File: src/rtl/mw_pkg.sv
package mw_pkg;

  typedef enum logic [2:0] {
    ST_IDLE, ST_OPC, ST_ADDR, ST_DATA, ST_ARMED, ST_READ, ST_DROP
  } mw_state_t;

  typedef enum logic [1:0] {
    PK_WORD, PK_ERASE, PK_FILL, PK_CLEAR
  } prog_kind_t;

  localparam logic [1:0] OPC_EXT   = 2'b00;
  localparam logic [1:0] OPC_WRITE = 2'b01;
  localparam logic [1:0] OPC_READ  = 2'b10;
  localparam logic [1:0] OPC_ERASE = 2'b11;

  localparam logic [1:0] EXT_DIS   = 2'b00;
  localparam logic [1:0] EXT_FILL  = 2'b01;
  localparam logic [1:0] EXT_CLEAR = 2'b10;
  localparam logic [1:0] EXT_EN    = 2'b11;

endpackage

File: src/rtl/mw_mem.sv
module mw_mem #(
  parameter int WA = 6
) (
  input  logic          clk,
  input  logic          rd_en,
  input  logic [WA-1:0] rd_word,
  output logic [15:0]   rd_q,
  input  logic          we,
  input  logic [WA-1:0] we_word,
  input  logic [1:0]    we_be,
  input  logic [15:0]   we_data
);
  localparam int NW = 1 << WA;

  // one byte-wide lane per half word, so byte writes need no read-modify-write
  for (genvar l = 0; l < 2; l++) begin : g_lane
    logic [7:0] lane [NW];
    always_ff @(posedge clk) begin
      if (we && we_be[l]) lane[we_word] <= we_data[8*l +: 8];
      if (rd_en) rd_q[8*l +: 8] <= lane[rd_word];
    end
  end

endmodule

File: src/rtl/mw_prog.sv
module mw_prog
  import mw_pkg::*;
#(
  parameter int WA          = 6,
  parameter int PROG_CYCLES = 400
) (
  input  logic          clk,
  input  logic          rst,
  input  logic          go,
  input  prog_kind_t    kind,
  input  logic          org_x16,
  input  logic [WA:0]   addr,
  input  logic [15:0]   data,
  output logic          busy,
  output logic          we,
  output logic [WA-1:0] we_word,
  output logic [1:0]    we_be,
  output logic [15:0]   we_data
);
  localparam int NW = 1 << WA;
  localparam int TW = $clog2(PROG_CYCLES + 1);

  logic [TW-1:0] timer;
  logic          bulk;
  logic          is_bulk, is_ones;

  assign is_bulk = (kind == PK_FILL) || (kind == PK_CLEAR);
  assign is_ones = (kind == PK_ERASE) || (kind == PK_CLEAR);

  always_ff @(posedge clk) begin
    if (rst) begin
      busy    <= 1'b0;
      timer   <= '0;
      we      <= 1'b0;
      bulk    <= 1'b0;
      we_word <= '0;
      we_be   <= 2'b00;
      we_data <= '0;
    end else if (go && !busy) begin
      busy    <= 1'b1;
      timer   <= TW'(PROG_CYCLES - 1);
      we      <= 1'b1;
      bulk    <= is_bulk;
      we_word <= is_bulk ? '0 : (org_x16 ? addr[WA-1:0] : addr[WA:1]);
      we_be   <= (is_bulk || org_x16) ? 2'b11 : (addr[0] ? 2'b01 : 2'b10);
      we_data <= is_ones ? 16'hFFFF : (org_x16 ? data : {data[7:0], data[7:0]});
    end else begin
      if (busy) begin
        if (timer == '0) busy <= 1'b0;
        else timer <= timer - 1'b1;
      end
      if (we) begin
        if (bulk && we_word != WA'(NW - 1)) we_word <= we_word + 1'b1;
        else we <= 1'b0;
      end
    end
  end

  initial AST_PROG_LONG: assert (PROG_CYCLES > NW);

  AST_WE_IN_BUSY: assert property (@(posedge clk) disable iff (rst) we |-> busy);
  AST_GO_IDLE: assert property (@(posedge clk) disable iff (rst) go |-> !busy);

endmodule

File: src/rtl/mw_cmd.sv
module mw_cmd
  import mw_pkg::*;
#(
  parameter int WA = 6
) (
  input  logic          clk,
  input  logic          rst,
  input  logic          org_x16,
  input  logic          cs,
  input  logic          sck,
  input  logic          di,
  input  logic          busy,
  output logic          rd_req,
  output logic [WA-1:0] rd_word,
  input  logic [15:0]   rd_q,
  output logic          go,
  output prog_kind_t    go_kind,
  output logic [WA:0]   go_addr,
  output logic [15:0]   go_data,
  output logic          wen,
  output logic          in_read,
  output logic          dout
);
  localparam int BA = WA + 1;

  mw_state_t   st;
  prog_kind_t  arm_kind;
  logic        sck_q, cs_q, sck_rise, cs_fall;
  logic [4:0]  cnt, alast, dlast;
  logic [1:0]  opc, ext_sel;
  logic [BA-1:0] addr, a_new, addr_inc;
  logic [15:0] data, shift, loadval;
  logic        rd_load, read_enter;

  assign sck_rise = sck & ~sck_q;
  assign cs_fall  = ~cs & cs_q;
  assign alast    = org_x16 ? 5'(BA - 2) : 5'(BA - 1);
  assign dlast    = org_x16 ? 5'd15 : 5'd7;
  assign a_new    = {addr[BA-2:0], di};
  assign ext_sel  = org_x16 ? a_new[WA-1:WA-2] : a_new[WA:WA-1];
  assign addr_inc = org_x16 ? {1'b0, WA'(addr[WA-1:0] + 1'b1)} : addr + 1'b1;
  assign rd_word  = org_x16 ? addr[WA-1:0] : addr[WA:1];
  assign loadval  = org_x16 ? rd_q : {(addr[0] ? rd_q[7:0] : rd_q[15:8]), 8'h00};
  assign in_read  = (st == ST_READ);
  assign read_enter = cs && sck_rise && st == ST_ADDR && cnt == alast && opc == OPC_READ;

  always_ff @(posedge clk) begin
    if (rst) begin
      st <= ST_IDLE;
      arm_kind <= PK_WORD;
      sck_q <= 1'b0;
      cs_q <= 1'b0;
      cnt <= '0;
      opc <= '0;
      addr <= '0;
      data <= '0;
      shift <= '0;
      rd_req <= 1'b0;
      rd_load <= 1'b0;
      go <= 1'b0;
      go_kind <= PK_WORD;
      go_addr <= '0;
      go_data <= '0;
      wen <= 1'b0;
    end else begin
      sck_q   <= sck;
      cs_q    <= cs;
      rd_req  <= 1'b0;
      go      <= 1'b0;
      rd_load <= rd_req;
      if (rd_load) shift <= loadval;
      if (!cs) begin
        st <= ST_IDLE;
        if (cs_fall && st == ST_ARMED && wen && !busy) begin
          go      <= 1'b1;
          go_kind <= arm_kind;
          go_addr <= addr;
          go_data <= data;
        end
      end else if (sck_rise) begin
        case (st)
          ST_IDLE: if (di) begin
            st   <= busy ? ST_DROP : ST_OPC;
            cnt  <= '0;
            opc  <= '0;
            addr <= '0;
            data <= '0;
          end
          ST_OPC: begin
            opc <= {opc[0], di};
            if (cnt == 5'd1) begin
              st  <= ST_ADDR;
              cnt <= '0;
            end else cnt <= cnt + 1'b1;
          end
          ST_ADDR: begin
            addr <= a_new;
            if (cnt == alast) begin
              cnt <= '0;
              case (opc)
                OPC_READ:  begin st <= ST_READ;  rd_req <= 1'b1; end
                OPC_WRITE: begin st <= ST_DATA;  arm_kind <= PK_WORD; end
                OPC_ERASE: begin st <= ST_ARMED; arm_kind <= PK_ERASE; end
                default: begin
                  case (ext_sel)
                    EXT_EN:    begin wen <= 1'b1; st <= ST_DROP; end
                    EXT_DIS:   begin wen <= 1'b0; st <= ST_DROP; end
                    EXT_FILL:  begin st <= ST_DATA;  arm_kind <= PK_FILL; end
                    default:   begin st <= ST_ARMED; arm_kind <= PK_CLEAR; end
                  endcase
                end
              endcase
            end else cnt <= cnt + 1'b1;
          end
          ST_DATA: begin
            data <= {data[14:0], di};
            if (cnt == dlast) begin
              st  <= ST_ARMED;
              cnt <= '0;
            end else cnt <= cnt + 1'b1;
          end
          ST_ARMED: st <= ST_DROP;
          ST_READ: begin
            shift <= {shift[14:0], 1'b0};
            if (cnt == dlast) begin
              cnt    <= '0;
              addr   <= addr_inc;
              rd_req <= 1'b1;
            end else cnt <= cnt + 1'b1;
          end
          default: ;
        endcase
      end
    end
  end

  always_ff @(posedge clk) begin
    if (rst) dout <= 1'b1;
    else if (read_enter) dout <= 1'b0;
    else if (cs && st == ST_READ) begin
      if (sck_rise) dout <= shift[15];
    end else dout <= ~busy;
  end

  AST_ENABLE_GATE: assert property (@(posedge clk) disable iff (rst) go |=> !$past(busy));
  AST_CS_LOW_IDLE: assert property (@(posedge clk) disable iff (rst) $past(!cs) && !cs |-> !in_read);

endmodule

File: src/rtl/mw_eeprom.sv
module mw_eeprom
  import mw_pkg::*;
#(
  parameter int WORD_ADDR_W = 6,
  parameter int PROG_CYCLES = 400
) (
  input  logic clk,
  input  logic rst,
  input  logic org_x16,
  input  logic cs,
  input  logic sck,
  input  logic di,
  output logic dout
);
  localparam int WA = WORD_ADDR_W;

  logic          rd_req, go, busy, wen, in_read, we;
  logic [WA-1:0] rd_word, we_word;
  logic [15:0]   rd_q, go_data, we_data;
  logic [WA:0]   go_addr;
  logic [1:0]    we_be;
  prog_kind_t    go_kind;

  mw_cmd #(.WA(WA)) u_cmd (
    .clk(clk), .rst(rst), .org_x16(org_x16), .cs(cs), .sck(sck), .di(di),
    .busy(busy), .rd_req(rd_req), .rd_word(rd_word), .rd_q(rd_q),
    .go(go), .go_kind(go_kind), .go_addr(go_addr), .go_data(go_data),
    .wen(wen), .in_read(in_read), .dout(dout)
  );

  mw_prog #(.WA(WA), .PROG_CYCLES(PROG_CYCLES)) u_prog (
    .clk(clk), .rst(rst), .go(go), .kind(go_kind), .org_x16(org_x16),
    .addr(go_addr), .data(go_data), .busy(busy), .we(we),
    .we_word(we_word), .we_be(we_be), .we_data(we_data)
  );

  mw_mem #(.WA(WA)) u_mem (
    .clk(clk), .rd_en(rd_req), .rd_word(rd_word), .rd_q(rd_q),
    .we(we), .we_word(we_word), .we_be(we_be), .we_data(we_data)
  );

  AST_WR_ENABLED: assert property (@(posedge clk) disable iff (rst) we |-> wen);
  AST_DO_LOW_BUSY: assert property (@(posedge clk) disable iff (rst) busy && $past(busy) |-> !dout);
  AST_NO_READ_BUSY: assert property (@(posedge clk) disable iff (rst) busy |-> !in_read);

endmodule

File: config.mk
export PLATFORM = sky130hd
export DESIGN_NAME = mw_eeprom
export DESIGN_NICKNAME = d
export VERILOG_FILES = /design/src/rtl/mw_pkg.sv /design/src/rtl/mw_mem.sv /design/src/rtl/mw_prog.sv /design/src/rtl/mw_cmd.sv /design/src/rtl/mw_eeprom.sv
export SDC_FILE = /design/constraint.sdc
export NUM_CORES = 2
export LEC_CHECK = 0
export ABC_AREA = 1
export BUFFER_PORTS_ARGS = -buffer_cell sky130_fd_sc_hd__buf_2
export CAP_MARGIN = 15
export CORE_ASPECT_RATIO = 0.6
export CORE_MARGIN = 3
export CORE_UTILIZATION = 35
export CTS_CLUSTER_DIAMETER = 100
export DETAILED_ROUTE_END_ITERATION = 10
export HOLD_SLACK_MARGIN = 0.08
export PLACE_DENSITY_LB_ADDON = 0.25
export SLEW_MARGIN = 20
export SYNTH_ARGS = -nofsm -noshare
export SYNTH_HDL_FRONTEND = slang
export SYNTH_HIERARCHICAL = 1
export SYNTH_SLANG_ARGS = --single-unit
export TNS_END_PERCENT = 50
File: constraint.sdc
create_clock -name clk -period 3.5 [get_ports clk]
set_clock_uncertainty 0.2 [all_clocks]
set_input_delay 0.7 -clock clk [delete_from_list [all_inputs] [get_ports clk]]
set_output_delay 0.7 -clock clk [all_outputs]
set_load 0.01 [all_outputs]
==> flow_results.xml <==
<?xml version="1.0" encoding="UTF-8"?>
<metrics>
  <group name="layout">
    <metric name="seqCellArea" unit="µm²">33600</metric>
    <metric name="layout-drive-gt1-share" unit="%">10.3</metric>
    <metric name="area_delta_synth_final" unit="%">13.3</metric>
    <metric name="fillers" unit="">13100</metric>
    <metric name="multi_input_area" unit="µm²">12800</metric>
    <metric name="post-route-cell-area" unit="µm²">55100</metric>
    <metric name="fin_util" unit="%">40.1</metric>
    <metric name="layout.nets" unit="">4572</metric>
  </group>
  <group name="floorplan">
    <metric name="floorplan.die_area" unit="µm²">144000</metric>
    <metric name="core_area" unit="µm²">137000</metric>
    <metric name="std_cell_rows" unit="">105</metric>
    <metric name="initial_core_util" unit="%">35.4</metric>
    <metric name="die-height" unit="µm">295</metric>
    <metric name="io_pins" unit="">7</metric>
    <metric name="die_x" unit="µm">487</metric>
  </group>
  <group name="clock_network">
    <metric name="cts_htree_levels" unit="">3</metric>
    <metric name="cts_buffers" unit="">103</metric>
    <metric name="tritoncts" unit="">built</metric>
    <metric name="root_buffer" unit="">clkbuf_16</metric>
    <metric name="post-cts-setup-buffer-count" unit="">0</metric>
    <metric name="worst_setup_hold_path_clk_slew" unit="ns">0.07</metric>
    <metric name="clock_insertion_delay_worst_skew" unit="ns">0.74</metric>
    <metric name="cts.sink_count" unit="">1159</metric>
    <metric name="cts.path.max_buffers" unit="">3</metric>
  </group>
  <group name="power_and_ir_drop">
    <metric name="pwr_density_cell" unit="nW/µm²">497</metric>
    <metric name="cellLeakagePower" unit="µW">0.0191</metric>
    <metric name="maximum_ir_drop_on_the_vdd_rail" unit="mV">0.375</metric>
    <metric name="total_power" unit="µW">27400</metric>
  </group>
  <group name="global_route">
    <metric name="number_of_global_route_vias_before_repair" unit="">31200</metric>
    <metric name="grt_util_all_layers" unit="%">20.1</metric>
    <metric name="wire_length_of_the_first_global_routing_pass" unit="µm">215000</metric>
    <metric name="globalRouteOverflowTotal" unit="">0</metric>
    <metric name="largest_net_degree_at_the_start_of_global_routing" unit="">86</metric>
    <metric name="number_of_antenna_violations_at_the_first_check_in_global_routing" unit="">3</metric>
  </group>
  <group name="worst_setup_path">
    <metric name="worstSetupPathType" unit="">reg -&gt; reg</metric>
    <metric name="setup.worst_path.end_class" unit="">flop</metric>
    <metric name="cp_data_arrival_time" unit="ns">3.70</metric>
    <metric name="start_kind" unit="">flop</metric>
    <metric name="worstPathMaxFanout" unit="">42</metric>
    <metric name="worst-endpoint-required" unit="ns">3.86</metric>
  </group>
  <group name="detailed_routing">
    <metric name="drt_first_pass_iters" unit="">5</metric>
    <metric name="post_drt_wl_per_cell" unit="µm">22.7</metric>
    <metric name="vias_per_cell" unit="">5.28</metric>
    <metric name="ant_nets" unit="">0</metric>
    <metric name="initial_drc_count" unit="">4718</metric>
    <metric name="wirelength" unit="µm">147000</metric>
    <metric name="drcViolationCount" unit="">0</metric>
    <metric name="detailroute.via_count" unit="">34100</metric>
  </group>
  <group name="sta">
    <metric name="finalCritPeriodShare" unit="%">95.4</metric>
    <metric name="fin_crit" unit="ns">3.34</metric>
    <metric name="drv_slew" unit="">0</metric>
    <metric name="max_slew.worst_pin.slew" unit="ns">1.17</metric>
    <metric name="setup_repair_after_global_routing_missed_its_margin" unit="">no</metric>
    <metric name="worst_hold_check_slack" unit="ns">0.245</metric>
    <metric name="finalHoldViolations" unit="">0</metric>
    <metric name="max_freq" unit="MHz">300</metric>
    <metric name="final-setup-viol-count" unit="">0</metric>
    <metric name="relSlewSlack" unit="%">21.5</metric>
    <metric name="fin_tns_setup" unit="ns">0</metric>
  </group>
  <group name="synthesis">
    <metric name="synth_cell_type_count" unit="">40</metric>
    <metric name="ys_seq_area_share" unit="%">69.1</metric>
    <metric name="synth_warnings" unit="">6</metric>
    <metric name="synth_area_leader_cell" unit="">edfxtp_1</metric>
    <metric name="yosys_most_used_dff" unit="">edfxtp_1</metric>
    <metric name="area_of_the_mapped_netlist" unit="µm²">48600</metric>
    <metric name="synth.cells.most_frequent" unit="">nand2_1 (1463), edfxtp_1 (1040), nand3_1 (912)</metric>
    <metric name="number_of_synthesized_flops_with_an_enable_pin" unit="">1040</metric>
    <metric name="yosysMostFrequentCell" unit="">nand2_1</metric>
    <metric name="synth_fp_nets" unit="">4478</metric>
    <metric name="synth_top_area_share" unit="%">64.2</metric>
    <metric name="synth_area_leaders" unit="">edfxtp_1 (64%), nand2_1 (11%), nand3_1 (9.4%)</metric>
    <metric name="synth_cells" unit="">4457</metric>
    <metric name="synth_area_per_cell" unit="µm²">10.9</metric>
    <metric name="number_of_synthesized_register_bits" unit="">1159</metric>
    <metric name="async_flop_share" unit="%">0</metric>
  </group>
  <group name="status">
    <metric name="status" unit="">finished clean</metric>
  </group>
  <group name="place">
    <metric name="hpwlAfterDp" unit="µm">90800</metric>
    <metric name="globalplace.congestion" unit="">0.861</metric>
    <metric name="placed_cell_area" unit="µm²">51600</metric>
    <metric name="placement.io_buffers" unit="">6</metric>
  </group>
  <group name="min_path">
    <metric name="min_path_type" unit="">reg -&gt; reg</metric>
  </group>
  <group name="flow_run">
    <metric name="drv_cap" unit="">0</metric>
  </group>
</metrics>
final timing paths:
check / start / end / slack, ns / cells past startpoint
hold / removal: u_cmd/shift[12] / u_cmd/shift[13] / 0.25 / 2
setup / recovery: u_cmd/addr[1] / u_mem/rd_q[3] / 0.16 / 13
hold reg to reg: u_cmd/shift[12] / u_cmd/shift[13] / 0.25 / 2
setup reg to reg: u_cmd/addr[1] / u_mem/rd_q[3] / 0.16 / 13
metal layers:
metal  track usage, %  wire length, µm  vias to the layer above
met3             6.68            17800                      170
met2             24.8            54900                     1564
li1                 -                -                    15700
met4             4.39             2770                        0
met5                0                0                        -
met1             32.8            71200                    16700
stage by stage:
stage | setup slack [ns] | cells
after CTS | 0.257 | 6456
after floorplan | 0.816 | 4457
after detailed placement | -0.114 | 6260
final | 0.161 | 6457
after global placement | -0.0856 | 6260
after global routing | 0.0188 | 6457
layout make-up:
class                           count  share of cell area [%]
Tap cell                         1819                    4.13
Multi-Input combinational cell   2902                    23.3
Antenna cell                        1                 0.00454
Timing Repair Buffer              267                    4.47
Sequential cell                  1159                    61.1
Clock buffer                      134                    5.02
Inverter                          118                   0.852
Clock inverter                     57                    1.16
cells in the final DEF (no fill, tap or decap), types with 3 or more instances in the layout:
master | Yosys | final
nand2_1 | 1463 | 1461
edfxtp_1 | 1040 | 1040
nand3_1 | 912 | 912
buf_4 | 24 | 219
nor2_1 | 121 | 121
nor3_1 | 120 | 120
o21ai_0 | 114 | 110
clkbuf_16 | 0 | 105
dfxtp_1 | 119 | 102
inv_1 | 101 | 99
a21oi_1 | 96 | 96
buf_12 | 1 | 37
clkbuf_1 | 60 | 26
clkinv_2 | 0 | 18
clkinv_1 | 0 | 17
inv_2 | 16 | 16
ha_1 | 15 | 15
dfxtp_2 | 0 | 14
bufinv_16 | 0 | 12
o22ai_1 | 10 | 10
nand2_2 | 7 | 9
buf_2 | 116 | 6
nor2_2 | 6 | 6
dlygate4sd3_1 | 0 | 5
nand4_1 | 5 | 5
clkinvlp_4 | 0 | 4
a31oi_1 | 4 | 4
or2_2 | 4 | 4
clkbuf_8 | 0 | 3
o21ai_4 | 0 | 3
nor2_4 | 3 | 3
nand2_4 | 3 | 3
nand3b_1 | 3 | 3
o211ai_1 | 3 | 3
xor2_1 | 3 | 3
dfxtp_4 | 0 | 3
power breakdown:
group          internal (µW)  switching, µW
clock network           6490           5310
registers              14800           6.73
logic                    191            542
registers in the layout, summed over array words and instances (netlist names), 9 cells and up:
signal / cells
u_mem/g_lane.lane: 1024
u_cmd/data: 16
u_cmd/go_data: 16
u_cmd/shift: 16
u_mem/rd_q: 16
u_prog/we_data: 16
u_prog/timer: 9
kinds of logic (layout without fill, tap and decap cells):
kind of cell	Yosys count	count (layout)	synth area share, %
simple gates	2650	2650	23.4
flops	1159	1159	69.1
buf+inv	396	576	4.56
compound gates	234	234	2.49
fa+ha+maj	15	15	0.386
xor+xnor	3	3	0.0540
other cells	0	1	0
what timing repair did:
item / 4_1_cts / 5_1_grt
endpoints found under the hold margin: 4 / 0
hold buffers: 5 / 0
gates resized for setup: 0 / 0
worst max-delay path, stage by stage (launching register included):
cell and delay (ns):
dfxtp_1 0.39, inv_1 0.15, o21ai_4 0.45, buf_12 0.27, buf_12 0.26, buf_12 0.26, nand2_1 0.08, nand3_1 0.11
nand3_1 0.09, nand2_1 0.09, nand2_1 0.08, nand3_1 0.14, nand3_1 0.36, nand2_1 0.20
Note: power is estimated with default switching activity, not from simulation.
